**src/rtl/ilvr_pkg.sv**
```systemverilog
package ilvr_pkg;

    typedef enum logic [2:0] {
        ST_IDLE,
        ST_ROUTE,
        ST_ISSUE,
        ST_AWAIT,
        ST_REPLY
    } rtr_state_e;

    // Target count split into a power-of-two shift and an optional factor of three
    typedef struct packed {
        logic       ok;
        logic [2:0] shift;
        logic       three;
    } ways_dec_t;

    function automatic ways_dec_t decode_ways(input logic [4:0] ways);
        ways_dec_t d;
        d.ok    = 1'b1;
        d.shift = 3'd0;
        d.three = 1'b0;
        case (ways)
            5'd1:  d.shift = 3'd0;
            5'd2:  d.shift = 3'd1;
            5'd4:  d.shift = 3'd2;
            5'd8:  d.shift = 3'd3;
            5'd16: d.shift = 3'd4;
            5'd3:  d.three = 1'b1;
            5'd6:  begin d.shift = 3'd1; d.three = 1'b1; end
            5'd12: begin d.shift = 3'd2; d.three = 1'b1; end
            default: d.ok = 1'b0;
        endcase
        return d;
    endfunction

    // Residue accumulate: (a + b) mod 3, with a in 0..2 and b in 0..3
    function automatic logic [1:0] mod3_add(input logic [1:0] a, input logic [1:0] b);
        logic [2:0] s;
        s = {1'b0, a} + {1'b0, b};
        if (s >= 3'd3) s = s - 3'd3;
        return s[1:0];
    endfunction

endpackage

```
**src/rtl/ilvr_mod3.sv**
```systemverilog
module ilvr_mod3 import ilvr_pkg::*; #(
    parameter int W = 40
) (
    input  logic [W-1:0] value,
    output logic [1:0]   rem
);
    localparam int ND = (W + 1) / 2;
    localparam int PW = 2 * ND;

    logic [PW-1:0]       padded;
    logic [2*ND+1:0]     acc;

    assign padded    = PW'(value);
    assign acc[1:0]  = 2'd0;

    // 4 = 1 mod 3, so the residue is the sum of the base-4 digits mod 3
    for (genvar i = 0; i < ND; i++) begin : g_digit
        assign acc[2*i+3:2*i+2] = mod3_add(acc[2*i+1:2*i], padded[2*i+1:2*i]);
    end

    assign rem = acc[2*ND+1:2*ND];
endmodule

```
**src/rtl/ilvr_cfg_check.sv**
```systemverilog
module ilvr_cfg_check import ilvr_pkg::*; #(
    parameter int HPA_W      = 48,
    parameter int NPORT      = 16,
    parameter int GRAN_MAX   = 6,
    parameter int ALIGN_LOG2 = 28
) (
    input  logic [HPA_W-1:0]           cfg_size,
    input  logic [$clog2(NPORT):0]     cfg_ways,
    input  logic [2:0]                 cfg_gran,
    output logic                       cfg_ok,
    output logic [2:0]                 ways_shift,
    output logic                       ways_three
);
    localparam int WAYS_W = $clog2(NPORT) + 1;

    ways_dec_t dec;
    logic      size_ok;
    logic      gran_ok;
    logic      count_ok;

    always_comb begin
        dec      = decode_ways(5'(cfg_ways));
        size_ok  = (cfg_size[ALIGN_LOG2-1:0] == '0);
        gran_ok  = (cfg_gran <= 3'(GRAN_MAX));
        count_ok = dec.ok && (cfg_ways <= WAYS_W'(NPORT));
    end

    assign cfg_ok     = size_ok && gran_ok && count_ok;
    assign ways_shift = dec.shift;
    assign ways_three = dec.three;
endmodule

```
**src/rtl/ilvr_target_sel.sv**
```systemverilog
module ilvr_target_sel #(
    parameter int HPA_W  = 48,
    parameter int PORT_W = 4
) (
    input  logic [HPA_W-1:0]  hpa,
    input  logic [2:0]        gran,
    input  logic [2:0]        ways_shift,
    input  logic              ways_three,
    output logic [PORT_W-1:0] port
);
    localparam int GW = HPA_W - 8;

    logic [3:0]        shamt;
    logic [GW-1:0]     granule;
    logic [GW-1:0]     upper;
    logic [PORT_W:0]   mask;
    logic [PORT_W-1:0] low_part;
    logic [PORT_W-1:0] high_part;
    logic [1:0]        rem3;

    always_comb begin
        shamt    = 4'd8 + {1'b0, gran};
        granule  = GW'(hpa >> shamt);
        mask     = ((PORT_W+1)'(1) << ways_shift) - (PORT_W+1)'(1);
        low_part = granule[PORT_W-1:0] & mask[PORT_W-1:0];
        upper    = granule >> ways_shift;
    end

    ilvr_mod3 #(.W(GW)) u_mod3 (
        .value (upper),
        .rem   (rem3)
    );

    always_comb begin
        high_part = PORT_W'(rem3) << ways_shift;
        port      = ways_three ? (high_part | low_part) : low_part;
    end
endmodule

```
**src/rtl/ilv_window_router.sv**
```systemverilog
module ilv_window_router import ilvr_pkg::*; #(
    parameter int HPA_W  = 48,
    parameter int DATA_W = 64,
    parameter int NPORT  = 16,
    parameter int SIZE_W = 4
) (
    input  logic                      clk,
    input  logic                      rst_n,
    input  logic [HPA_W-1:0]          cfg_base,
    input  logic [HPA_W-1:0]          cfg_size,
    input  logic [$clog2(NPORT):0]    cfg_ways,
    input  logic [2:0]                cfg_gran,
    input  logic [NPORT-1:0]          cfg_port_ok,
    output logic                      cfg_bad,
    input  logic                      up_req_valid,
    output logic                      up_req_ready,
    input  logic [HPA_W-1:0]          up_req_addr,
    input  logic [SIZE_W-1:0]         up_req_size,
    input  logic                      up_req_write,
    input  logic [DATA_W-1:0]         up_req_wdata,
    output logic                      up_rsp_valid,
    input  logic                      up_rsp_ready,
    output logic [DATA_W-1:0]         up_rsp_rdata,
    output logic                      up_rsp_err,
    output logic                      dn_req_valid,
    input  logic                      dn_req_ready,
    output logic [HPA_W-1:0]          dn_req_addr,
    output logic [SIZE_W-1:0]         dn_req_size,
    output logic                      dn_req_write,
    output logic [DATA_W-1:0]         dn_req_wdata,
    output logic [$clog2(NPORT)-1:0]  dn_req_port,
    input  logic                      dn_rsp_valid,
    output logic                      dn_rsp_ready,
    input  logic [DATA_W-1:0]         dn_rsp_rdata,
    input  logic                      dn_rsp_err
);
    localparam int PORT_W    = $clog2(NPORT);
    localparam int MAX_BYTES = DATA_W / 8;

    rtr_state_e         state_q, state_d;

    logic [HPA_W-1:0]   ofs_q;
    logic [SIZE_W-1:0]  size_q;
    logic               wr_q;
    logic [DATA_W-1:0]  wdata_q;
    logic [HPA_W-1:0]   hpa_q;
    logic [PORT_W-1:0]  port_q;
    logic [DATA_W-1:0]  rdata_q;
    logic               err_q;

    logic               cfg_ok;
    logic [2:0]         ways_shift;
    logic               ways_three;
    logic [HPA_W-1:0]   hpa_c;
    logic [PORT_W-1:0]  port_c;
    logic               routable_c;

    ilvr_cfg_check #(
        .HPA_W (HPA_W),
        .NPORT (NPORT)
    ) u_cfg (
        .cfg_size   (cfg_size),
        .cfg_ways   (cfg_ways),
        .cfg_gran   (cfg_gran),
        .cfg_ok     (cfg_ok),
        .ways_shift (ways_shift),
        .ways_three (ways_three)
    );

    assign hpa_c = cfg_base + ofs_q;

    ilvr_target_sel #(
        .HPA_W  (HPA_W),
        .PORT_W (PORT_W)
    ) u_sel (
        .hpa        (hpa_c),
        .gran       (cfg_gran),
        .ways_shift (ways_shift),
        .ways_three (ways_three),
        .port       (port_c)
    );

    always_comb begin
        routable_c = cfg_ok
                  && (ofs_q < cfg_size)
                  && (size_q != '0)
                  && (size_q <= SIZE_W'(MAX_BYTES))
                  && cfg_port_ok[port_c];
    end

    // State register
    always_ff @(posedge clk or negedge rst_n) begin
        if (!rst_n) state_q <= ST_IDLE;
        else        state_q <= state_d;
    end

    // Transitions
    always_comb begin
        state_d = state_q;
        unique case (state_q)
            ST_IDLE:  if (up_req_valid) state_d = ST_ROUTE;
            ST_ROUTE: state_d = routable_c ? ST_ISSUE : ST_REPLY;
            ST_ISSUE: if (dn_req_ready) state_d = ST_AWAIT;
            ST_AWAIT: if (dn_rsp_valid) state_d = ST_REPLY;
            ST_REPLY: if (up_rsp_ready) state_d = ST_IDLE;
            default:  state_d = ST_IDLE;
        endcase
    end

    // Datapath registers
    always_ff @(posedge clk or negedge rst_n) begin
        if (!rst_n) begin
            ofs_q   <= '0;
            size_q  <= '0;
            wr_q    <= 1'b0;
            wdata_q <= '0;
            hpa_q   <= '0;
            port_q  <= '0;
            rdata_q <= '0;
            err_q   <= 1'b0;
        end else begin
            unique case (state_q)
                ST_IDLE: if (up_req_valid) begin
                    ofs_q   <= up_req_addr;
                    size_q  <= up_req_size;
                    wr_q    <= up_req_write;
                    wdata_q <= up_req_wdata;
                end
                ST_ROUTE: begin
                    hpa_q   <= hpa_c;
                    port_q  <= port_c;
                    rdata_q <= '0;
                    err_q   <= !wr_q;
                end
                ST_AWAIT: if (dn_rsp_valid) begin
                    rdata_q <= dn_rsp_rdata;
                    err_q   <= dn_rsp_err;
                end
                default: ;
            endcase
        end
    end

    // Outputs
    always_comb begin
        up_req_ready = 1'b0;
        dn_req_valid = 1'b0;
        dn_rsp_ready = 1'b0;
        up_rsp_valid = 1'b0;
        unique case (state_q)
            ST_IDLE:  up_req_ready = 1'b1;
            ST_ISSUE: dn_req_valid = 1'b1;
            ST_AWAIT: dn_rsp_ready = 1'b1;
            ST_REPLY: up_rsp_valid = 1'b1;
            default:  ;
        endcase
        dn_req_addr  = hpa_q;
        dn_req_size  = size_q;
        dn_req_write = wr_q;
        dn_req_wdata = wdata_q;
        dn_req_port  = port_q;
        up_rsp_rdata = rdata_q;
        up_rsp_err   = err_q;
        cfg_bad      = !cfg_ok;
    end
endmodule

```
**config.mk**
```make
export PLATFORM = sky130hd
export DESIGN_NAME = ilv_window_router
export DESIGN_NICKNAME = d
export VERILOG_FILES = /design/src/rtl/ilvr_pkg.sv /design/src/rtl/ilvr_mod3.sv /design/src/rtl/ilvr_cfg_check.sv /design/src/rtl/ilvr_target_sel.sv /design/src/rtl/ilv_window_router.sv
export SDC_FILE = /design/constraint.sdc
export NUM_CORES = 1
export LEC_CHECK = 0
export BUFFER_PORTS_ARGS = -buffer_cell sky130_fd_sc_hd__buf_4
export CAP_MARGIN = 0
export CORE_ASPECT_RATIO = 1.1
export CORE_MARGIN = 3
export CORE_UTILIZATION = 45
export DETAILED_ROUTE_END_ITERATION = 6
export PLACE_DENSITY = 0.73
export SLEW_MARGIN = 30
export SYNTH_ARGS = -nofsm -noshare
export SYNTH_HDL_FRONTEND = slang
export SYNTH_SLANG_ARGS = --single-unit
```
**constraint.sdc**
```tcl
create_clock -name clk -period 27 [get_ports clk]
set_input_delay 2.7 -clock clk [delete_from_list [all_inputs] [get_ports clk]]
set_output_delay 2.7 -clock clk [all_outputs]
set_load 0.05 [all_outputs]
```
==> impl_metrics.json <==
{
  "report.final.slew_viol_count": 0,
  "hold_start": "dn_req_addr[24]$_DFFE_PN0P_",
  "reg2reg_setup_slack_ns": -2.88,
  "fin_nets": 3335,
  "portBuffers": 498,
  "postRouteAntennaNets": 0,
  "grt_pass1_vias": 20500,
  "drtIter0Drc": 1353,
  "grt_pass1_wl_um": 122000,
  "cts.sinks": 237,
  "final_common_cell": "buf_4",
  "dieArea_um2": 43600,
  "core-area_um2": 40400,
  "rows": 77,
  "status": "complete, but fails checks",
  "cpPeakStageDelay_ns": 0.57,
  "cp.required_ns": 27.45,
  "critPathArrivalTime_ns": 32.11,
  "cts_buffers": 27,
  "rr_endpoint": "state_q[2]$_DFFE_PN0P_",
  "path_class": "in -> reg",
  "ys.flop_type": "dfrtp_1",
  "ctsHoldBuffers": 0,
  "mostFrequentLayoutCells": "buf_4 (925), dfrtp_1 (237), nand2_1 (189), mux2_2 (134), nor2_1 (102)",
  "synth_edf_count": 0,
  "max_freq_mhz": 31.6,
  "post_drt_wl_per_cell_um": 24.0,
  "skew_ns": 0.0253,
  "fin_tns_setup_ns": -25.58,
  "drt_pass1_iterations": 6,
  "grt_max_degree": 125,
  "crit_fanout": 7,
  "async_reset_ff_share_pct": 100,
  "path_buf_inv": 55,
  "maxCapViolCount": 0,
  "maxSlewHeadroom_pct": 41.2,
  "rsz0062_at_grt": "yes",
  "drt-total-wl_um": 81900,
  "cts_root_buf": "clkbuf_16",
  "drc": 0,
  "synth_top_cell_area_share_pct": 32.0,
  "synth_top_cells_by_area": "dfrtp_1 (32%), ha_1 (9.0%), mux2_2 (8.5%)",
  "start_util_pct": 45.9,
  "reg2reg_depth": 153,
  "yosysWarnings": 0,
  "critPathSlowestCell": "fa_1",
  "hold_path_depth": 2,
  "violations": "negative setup slack",
  "min_path_type": "reg -> reg",
  "ys_ff_latch": 237,
  "multi_input_area_um2": 12900,
  "layout_setup_ws_ns": -4.65,
  "htree_levels": 1,
  "io_pins": 499,
  "whs_endpoint": "dn_req_addr[24]$_DFFE_PN0P_",
  "syn_to_final_growth_pct": 51.2,
  "clockBufferDepth": 3,
  "grt-ovfl-total": 0,
  "tightest_slew_ns": 0.873,
  "dpl.hpwl_um": 64200,
  "place.gp.congestion": 1.01,
  "finalSetupViolCount": 6,
  "die-height_um": 219,
  "viasPerCell": 5.93,
  "crit_family": "adder cells",
  "regArea_um2": 5930,
  "endpoint_kind": "register",
  "die_width_um": 199,
  "n_fill_cell": 3155,
  "seq_area_frac_synth_pct": 32.0,
  "cts.clk_slew.worst_paths_ns": 0.06,
  "insertion_delay_ns": 0.59,
  "post-route-min-period_ns": 31.65,
  "yosys.area.top_type": "dfrtp_1",
  "cts_tree": "done",
  "synth_cells": 2011,
  "drive_gt1_share_pct": 47.9,
  "avgSynthCellArea_um2": 9.21,
  "antenna_found_initial": 9,
  "netlist_area_um2": 18500,
  "hold_viol": 0,
  "num_vias": 20200,
  "cp_common_cell": "buf_4",
  "r2r_start": "ofs_q[0]$_DFFE_PN0P_",
  "syn_nets": 2472,
  "period_share_pct": 117,
  "startpoint_type": "primary input",
  "grt_use_total_pct": 36.3,
  "yosysUniqueCellTypes": 97
}
registers in the layout, indices dropped and copies added, names as in the netlist:
signal        count
state_q           3
dn_req_size       4
ofs_q            48
up_rsp_rdata     64
dn_req_wdata     64
up_rsp_err        1
dn_req_write      1
dn_req_port       4
dn_req_addr      48
cell families after synthesis:
| family | Yosys count | share of synthesized area [%] |
|---|---|---|
| and+or+nand+nor | 587 | 15.3 |
| AOI/OAI and AO/OA | 623 | 23.7 |
| muxes | 183 | 11.5 |
| DFF | 237 | 32.0 |
| buffers and inverters | 192 | 4.54 |
| adders and majority gates | 153 | 11.2 |
| xor gates and xnor gates | 36 | 1.70 |
worst max-delay path by stage:
stage,start,to,slack (ns),cells after the start
finish,cfg_base[0],state_q[2]$_DFFE_PN0P_,-4.65,154
global route,cfg_base[0],state_q[2]$_DFFE_PN0P_,-5.53,135
CTS,cfg_base[3],state_q[2]$_DFFE_PN0P_,-4.27,133
detailed placement,cfg_base[7],state_q[1]$_DFFE_PN0P_,-5.95,131
global placement,cfg_base[7],state_q[2]$_DFFE_PN0P_,-4.84,131
floorplan,cfg_base[4],state_q[2]$_DFFE_PN0P_,-3.94,131
repair_timing:
| action | CTS | global route |
|---|---|---|
| endpoints found under the setup margin | 6 | 6 |
| gates cloned | 1 | 0 |
| pin swaps | 71 | 36 |
| setup buffers | 83 | 22 |
| gates resized for setup | 129 | 69 |
metrics by stage:
step / area, um2 / cells / utilization (%) / setup slack [ns] / hold WS [ns]
floorplan: 18800 / 2011 / - / -3.94 / 0.454
global placement: 25200 / 3252 / 62.5 / -4.84 / 0.460
detailed placement: 25200 / 3252 / 62.5 / -5.95 / 0.469
CTS: 27400 / 3384 / 67.9 / -4.27 / 0.487
global route: 28000 / 3415 / 69.3 / -5.53 / 0.506
finish: 28000 / 3416 / 69.3 / -4.65 / 0.481
layout make-up:
type | instances | share of cell area [%]
multi-input combinational | 1582 | 46.3
timing repair buffer | 948 | 25.8
sequential | 237 | 21.2
clock buffer | 36 | 2.75
tap | 513 | 2.29
inverter | 78 | 1.05
clock inverter | 13 | 0.541
antenna | 9 | 0.0805
cells in the mapped netlist, drive strengths merged (23+ instances only):
library cell	number
dfrtp	237
nand2	195
mux2	140
ha	133
o21ai	126
a21oi	120
nor2	107
clkbuf	95
inv	76
a22o	66
nor3	56
nand3	44
a21o	41
mux2i	34
o21a	32
a211oi	30
nand4	29
or3	29
and2	23
worst reg2reg max path, delay by kind of cell, from the launching register on:
kind	cells	cell delay (ns)
AOI/OAI and AO/OA	26	3.82
DFF	1	0.42
xor gates and xnor gates	1	0.14
adders and majority gates	47	13.22
buffers and inverters	54	6.10
and+or+nand+nor	23	5.53
muxes	2	0.57
per-layer routing:
metal  global-route usage, %  part of all wire (%)  up-vias
met5                       0                 0.029        -
met4                    16.0                   4.9        4
met3                    8.54                   7.9      185
met2                    57.9                    46      767
met1                    47.0                    41     9983
li1                        -                     -     9302
Power is left out: the tool's default activity adds up to more than one toggle a clock period on the data nets, which glitch-free logic cannot reach.
